[config.mk]
export PLATFORM = sky130hd
export DESIGN_NAME = xts_tweak_seq
export DESIGN_NICKNAME = d
export VERILOG_FILES = /design/src/rtl/xts_pkg.sv /design/src/rtl/xts_gf_double.sv /design/src/rtl/xts_tweak_fifo.sv /design/src/rtl/xts_block_cnt.sv /design/src/rtl/xts_tweak_seq.sv
export SDC_FILE = /design/constraint.sdc
export NUM_CORES = 1
export LEC_CHECK = 0
export BUFFER_PORTS_ARGS = -buffer_cell sky130_fd_sc_hd__buf_4
export CAP_MARGIN = 20
export CORE_AREA = 2 2 257 259
export DETAILED_ROUTE_END_ITERATION = 16
export DIE_AREA = 0 0 259 261
export GPL_TIMING_DRIVEN = 1
export PLACE_DENSITY = 0.66
export SETUP_SLACK_MARGIN = 0.05
export SYNTH_ARGS = -nofsm -noshare
export SYNTH_HDL_FRONTEND = slang
export SYNTH_SLANG_ARGS = --single-unit
[constraint.sdc]
create_clock -name clk -period 7.5 [get_ports clk]
set_clock_uncertainty 0.1 [all_clocks]
set_input_delay 1.5 -clock clk [delete_from_list [all_inputs] [get_ports clk]]
set_output_delay 1.5 -clock clk [all_outputs]
set_load 0.05 [all_outputs]
[src/rtl/xts_pkg.sv]
`timescale 1ns/1ps
// Shared constants for the XTS tweak sequencer.
// Assumes 128-bit cipher blocks split into 8-bit lanes.
package xts_pkg;
    localparam int BLK_W   = 128;
    localparam int LANE_W  = 8;
    localparam int NLANES  = BLK_W / LANE_W;
    localparam logic [LANE_W-1:0] FOLD_POLY = 8'h87;
    typedef logic [BLK_W-1:0] blk_t;
endpackage

[src/rtl/xts_gf_double.sv]
`timescale 1ns/1ps
// Multiplies a tweak by alpha (x) in GF(2^128), lane by lane from the low byte up.
// Each lane's top bit carries into bit 0 of the next lane. The final carry picks the
// fold constant, and the low lane is XORed unconditionally (0x87 or 0x00), so the
// work done does not depend on the tweak's top bit. Purely combinational.
module xts_gf_double
    import xts_pkg::*;
#(
    parameter int NL = NLANES
) (
    input  logic [NL*LANE_W-1:0] t_i,
    output logic [NL*LANE_W-1:0] t_o
);
    logic [NL:0] carry;
    logic [LANE_W-1:0] fold;

    assign carry[0] = 1'b0;
    // fold mask is the polynomial gated by the carry out of the top lane
    assign fold = FOLD_POLY & {LANE_W{carry[NL]}};

    generate
        for (genvar b = 0; b < NL; b++) begin : g_lane
            assign carry[b+1] = t_i[b*LANE_W + LANE_W-1];
            if (b == 0) begin : g_low
                // low lane: shift in zero, always XOR with the fold mask
                assign t_o[LANE_W-1:0] = {t_i[LANE_W-2:0], carry[0]} ^ fold;
            end else begin : g_hi
                // upper lanes: shift in the carry from the lane below
                assign t_o[b*LANE_W +: LANE_W] = {t_i[b*LANE_W +: LANE_W-1], carry[b]};
            end
        end
    endgenerate
endmodule

[src/rtl/xts_tweak_fifo.sv]
`timescale 1ns/1ps
// Holds the tweaks of blocks that are inside the cipher, in issue order.
// Assumes push is never asserted when full, and pop is never asserted when empty.
// Synchronous clear empties it.
module xts_tweak_fifo #(
    parameter int W     = 128,
    parameter int DEPTH = 4
) (
    input  logic         clk,
    input  logic         rst_n,
    input  logic         clr_i,
    input  logic         push_i,
    input  logic [W-1:0] din_i,
    input  logic         pop_i,
    output logic [W-1:0] dout_o,
    output logic         full_o,
    output logic         empty_o
);
    localparam int PTR_W = (DEPTH > 1) ? $clog2(DEPTH) : 1;
    localparam int CNT_W = $clog2(DEPTH + 1);
    localparam logic [PTR_W-1:0] LAST = PTR_W'(DEPTH - 1);

    logic [W-1:0]     mem [DEPTH];
    logic [PTR_W-1:0] wr_q, rd_q;
    logic [CNT_W-1:0] cnt_q;

    assign full_o  = (cnt_q == CNT_W'(DEPTH));
    assign empty_o = (cnt_q == '0);
    assign dout_o  = mem[rd_q];

    // store the pushed tweak
    always_ff @(posedge clk) begin
        if (push_i) mem[wr_q] <= din_i;
    end

    // pointers and occupancy
    always_ff @(posedge clk) begin
        if (!rst_n || clr_i) begin
            wr_q  <= '0;
            rd_q  <= '0;
            cnt_q <= '0;
        end else begin
            if (push_i) wr_q <= (wr_q == LAST) ? '0 : wr_q + 1'b1;
            if (pop_i)  rd_q <= (rd_q == LAST) ? '0 : rd_q + 1'b1;
            case ({push_i, pop_i})
                2'b10:   cnt_q <= cnt_q + 1'b1;
                2'b01:   cnt_q <= cnt_q - 1'b1;
                default: cnt_q <= cnt_q;
            endcase
        end
    end
endmodule

[src/rtl/xts_block_cnt.sv]
`timescale 1ns/1ps
// Counts handshakes from 0 up to LIMIT and saturates there.
// at_limit_o is high once LIMIT events have been counted.
// A synchronous clear restarts the count.
module xts_block_cnt #(
    parameter int LIMIT = 256
) (
    input  logic clk,
    input  logic rst_n,
    input  logic clr_i,
    input  logic inc_i,
    output logic at_limit_o
);
    localparam int CNT_W = $clog2(LIMIT + 1);

    logic [CNT_W-1:0] cnt_q;

    assign at_limit_o = (cnt_q == CNT_W'(LIMIT));

    // count events, holding at the limit
    always_ff @(posedge clk) begin
        if (!rst_n || clr_i)             cnt_q <= '0;
        else if (inc_i && !at_limit_o)   cnt_q <= cnt_q + 1'b1;
    end
endmodule

[src/rtl/xts_tweak_seq.sv]
`timescale 1ns/1ps
// XTS sector tweak sequencer: loads the initial tweak on start_i and whitens each
// plaintext block with the current tweak before it goes to the cipher.
// It doubles the tweak per accepted block, and whitens each cipher response again
// with its own tweak, which is kept in a FIFO. Assumes the cipher answers in order,
// one response per request. Assumes start_i is pulsed only when no block is in flight.
module xts_tweak_seq
    import xts_pkg::*;
#(
    parameter int SECTOR_BYTES = 4096,
    parameter int FIFO_DEPTH   = 4
) (
    input  logic             clk,
    input  logic             rst_n,
    input  logic             start_i,
    input  logic [BLK_W-1:0] tweak0_i,
    input  logic             pt_valid_i,
    input  logic [BLK_W-1:0] pt_data_i,
    output logic             pt_ready_o,
    output logic             cq_valid_o,
    output logic [BLK_W-1:0] cq_data_o,
    input  logic             cq_ready_i,
    input  logic             cr_valid_i,
    input  logic [BLK_W-1:0] cr_data_i,
    output logic             cr_ready_o,
    output logic             ct_valid_o,
    output logic [BLK_W-1:0] ct_data_o,
    input  logic             ct_ready_i,
    output logic             done_o
);
    localparam int SECTOR_BLOCKS = SECTOR_BYTES / (BLK_W / 8);

    blk_t tweak_q, tweak_nxt, tweak_head;
    logic active_q;
    logic in_full, fifo_full, fifo_empty;
    logic can_take, in_fire, out_fire;

    // block can be taken: sector open, not restarting, room left in sector and FIFO
    assign can_take   = active_q && !start_i && !in_full && !fifo_full;
    assign pt_ready_o = can_take && cq_ready_i;
    assign cq_valid_o = can_take && pt_valid_i;
    assign cq_data_o  = pt_data_i ^ tweak_q;
    assign in_fire    = pt_valid_i && pt_ready_o;

    // response side pairs the cipher result with the oldest stored tweak
    assign ct_valid_o = cr_valid_i && !fifo_empty;
    assign cr_ready_o = ct_ready_i && !fifo_empty;
    assign ct_data_o  = cr_data_i ^ tweak_head;
    assign out_fire   = ct_valid_o && ct_ready_i;

    xts_gf_double #(.NL(NLANES)) u_dbl (
        .t_i (tweak_q),
        .t_o (tweak_nxt)
    );

    // sector open flag: set by the first start strobe
    always_ff @(posedge clk) begin
        if (!rst_n)       active_q <= 1'b0;
        else if (start_i) active_q <= 1'b1;
    end

    // current tweak: load on start, double on each accepted block
    always_ff @(posedge clk) begin
        if (!rst_n)       tweak_q <= '0;
        else if (start_i) tweak_q <= tweak0_i;
        else if (in_fire) tweak_q <= tweak_nxt;
    end

    xts_tweak_fifo #(.W(BLK_W), .DEPTH(FIFO_DEPTH)) u_fifo (
        .clk     (clk),
        .rst_n   (rst_n),
        .clr_i   (start_i),
        .push_i  (in_fire),
        .din_i   (tweak_q),
        .pop_i   (out_fire),
        .dout_o  (tweak_head),
        .full_o  (fifo_full),
        .empty_o (fifo_empty)
    );

    xts_block_cnt #(.LIMIT(SECTOR_BLOCKS)) u_in_cnt (
        .clk        (clk),
        .rst_n      (rst_n),
        .clr_i      (start_i),
        .inc_i      (in_fire),
        .at_limit_o (in_full)
    );

    xts_block_cnt #(.LIMIT(SECTOR_BLOCKS)) u_out_cnt (
        .clk        (clk),
        .rst_n      (rst_n),
        .clr_i      (start_i),
        .inc_i      (out_fire),
        .at_limit_o (done_o)
    );
endmodule

==> flow_metrics.tcl <==
set metrics [dict create \
    r2r_start "u_in_cnt.cnt_q[0]" \
    p_leak_nw 13.0 \
    gr-total-overflow 0 \
    max-vdd-ir-drop_mv 0.150 \
    status "completed" \
    yosys-top-cells-area "edfxtp_1 56%, dfxtp_1 11%, mux4_2 11%" \
    vias_per_cell 5.22 \
    grt_max_degree 104 \
    antenna_cells 0 \
    first_global_vias 17453 \
    start_util_pct 42.2 \
    ant_nets 0 \
    hpwl_um 46800 \
    syn-num-nets 2201 \
    ios 652 \
    fin_crit_sh_pct 63.5 \
    p_per_area_nw_per_um2 241 \
    post-cts-setup-buffers 0 \
    yosysSeqAreaShare_pct 67.4 \
    yosysTopAreaCell "edfxtp_1" \
    max_slew_margin_pct 32.2 \
    yosysWarnings 0 \
    cts_tree "done" \
    htreeDepth 3 \
    grt_usage_pct 20.4 \
    cts.clk_slew.worst_paths_ps 60 \
    vias 17472 \
    final_nets 2835 \
    core_area_um2 65000 \
    gp_congestion 0.788 \
    drt_iter0_drc 1294 \
    clock_latency_ps 580 \
    end_kind "output port" \
    synthCells 1799 \
    finalMaxSlewViolations 0 \
    finalHoldViolCount 0 \
    wire_per_inst_um 21.3 \
    drv_cap 0 \
    synth_top_area_share_pct 56.0 \
    setup_tns_ps 0 \
    clk_path_buf_depth 3 \
    worstMarginPinSlew_ps 1020 \
    synth_area_per_cell_um2 15.3 \
    layout_commonest_cell "buf_4" \
    drt_wl_total_um 71300 \
    die_x_um 259 \
    critical_path_arrival_ps 3160 \
    drive_gt1_share_pct 36.4 \
    holdCritStartpoint "u_fifo.rd_q[1]" \
    portBuffers 651 \
    syn2layout_area_growth_pct 28.6 \
    utilization_pct 54.3 \
    grt_pass1_wl_um 105000 \
    fin_crit_ps 4760 \
    cts_hold_buf 0 \
    cts_root_buf "clkbuf_16" \
    dieArea_um2 67600 \
    crit_type "reg -> out" \
    ys_ff_latch 668 \
    rrSetupSlack_ps 4020 \
    rsz0062_at_grt "no" \
    worst_setup_path_start_kind "flop" \
    cts_resized 0 \
    synth_area_um2 27500 \
    fmax_ghz 0.210 \
    cts.sinks 668 \
    r2r-end "u_fifo.mem[2][48]" \
    cp.required_ps 5900 \
    drtPass1Iterations 5 \
    cp_max_fo 71 \
    hp-class "reg -> reg" \
    route.detailed.drc 0 \
    antenna_found_initial 1 \
    die_h_um 261 \
    rows 94 \
    cts_buffers 69 \
    reg2reg_depth 7 \
    synth.distinct_cells 43 \
    final_cell_mix "661 x buf_4, 512 x edfxtp_1, 259 x xor2_1, 236 x nand2_1, 154 x dfxtp_1" \
    finalSetupViolations 0 \
    holdPathStages 2 \
]
-- per-layer routing --
| metal | global-route usage (%) | up-vias | routed length [um] |
|---|---|---|---|
| met5 | 0 | - | 0 |
| met4 | 5.11 | 0 | 1070 |
| met3 | 2.99 | 73 | 4070 |
| met2 | 35.7 | 590 | 36600 |
| met1 | 26.9 | 8752 | 29500 |
| li1 | - | 8057 | - |
-- Yosys cell counts --
master      n
o31ai_1     3
or4_1       4
nor2_1     23
o221ai_1    8
xor2_1    259
dfxtp_1   156
nand2b_1    1
clkbuf_1   60
nand4_1     5
o21ai_0   120
a211oi_1    8
nor4b_4     2
or3_1       9
ha_1       10
buf_1       6
a21bo_2     1
and4_1      3
nor3b_2     1
o21a_1      1
xnor2_1     6
a211oi_4    1
buf_2      27
o311ai_1    4
buf_4      12
nor4b_1     2
and3_1      1
nand4b_1    1
a211o_1     1
a31o_2      2
mux2i_1     1
nor2b_1     3
inv_2       3
nand3_1     7
nor3_1     18
o21ai_1     5
nand2_1   236
a31oi_1   111
inv_1      12
and2_1      7
a21oi_1    18
fa_1        1
edfxtp_1  512
mux4_2    128
-- worst max path at each step --
stage                   endpoint    start
4_1_cts           ct_data_o[118]     flop
2_1_floorplan   u_fifo.mem[0][0]  start_i
3_5_place_dp   u_fifo.mem[2][28]  start_i
5_1_grt           ct_data_o[118]     flop
3_3_place_gp   u_fifo.mem[0][18]  start_i
6_report           ct_data_o[66]     flop
-- cells by family (layout without fill, tap and decap cells) --
logic type / Yosys count / after routing / synth area share (%)
xor gates and xnor gates: 265 / 265 / 8.46
muxes: 129 / 129 / 10.5
DFF: 668 / 668 / 67.4
buffers and inverters: 120 / 805 / 1.93
and+or+nand+nor: 323 / 323 / 5.11
adders and majority gates: 11 / 11 / 0.529
AOI/OAI and AO/OA: 283 / 283 / 6.05
-- cell type report --
class / count / area, um^2
clock inverter: 25 / 208
clock buffer: 97 / 1900
multi-input combinational: 1011 / 8430
timing repair buffer: 668 / 5110
tap: 864 / 1080
inverter: 15 / 66.3
fill: 5303 / 29700
sequential: 668 / 18500
-- registers in the layout (all words and copies together) (netlist names), named ones only --
| register | cells |
|---|---|
| u_fifo.wr_q | 2 |
| active_q | 1 |
| u_in_cnt.cnt_q | 9 |
| u_fifo.cnt_q | 3 |
| u_fifo.rd_q | 2 |
| u_out_cnt.cnt_q | 9 |
| u_fifo.mem | 512 |
| tweak_q | 128 |
-- critical path: stages, from the launching register on --
cell and delay, ps:
dfxtp_4 960, buf_12 480, mux4_2 430, xor2_1 360, buf_4 280
-- per-stage QoR --
stage               area [um^2]  hold slack, ps  instances  total power [W]  setup slack, ps
finish                    35300             378       3348          0.00850             2740
global route              35300             404       3348          0.00880             2570
CTS                       35300             380       3347          0.00859             2330
detailed placement        33200             371       3225          0.00537             2800
global placement          33200             353       3225          0.00535             2820
floorplan                 27500             347       1799          0.00488             1550
-- where the power goes --
part	internal, W	switching (W)	leakage (nW)
logic	0.000394	0.000710	5.98
clock network	0.00187	0.00135	1.02
registers	0.00406	0.000123	5.98
No activity file was read; power rests on OpenSTA's default activity.
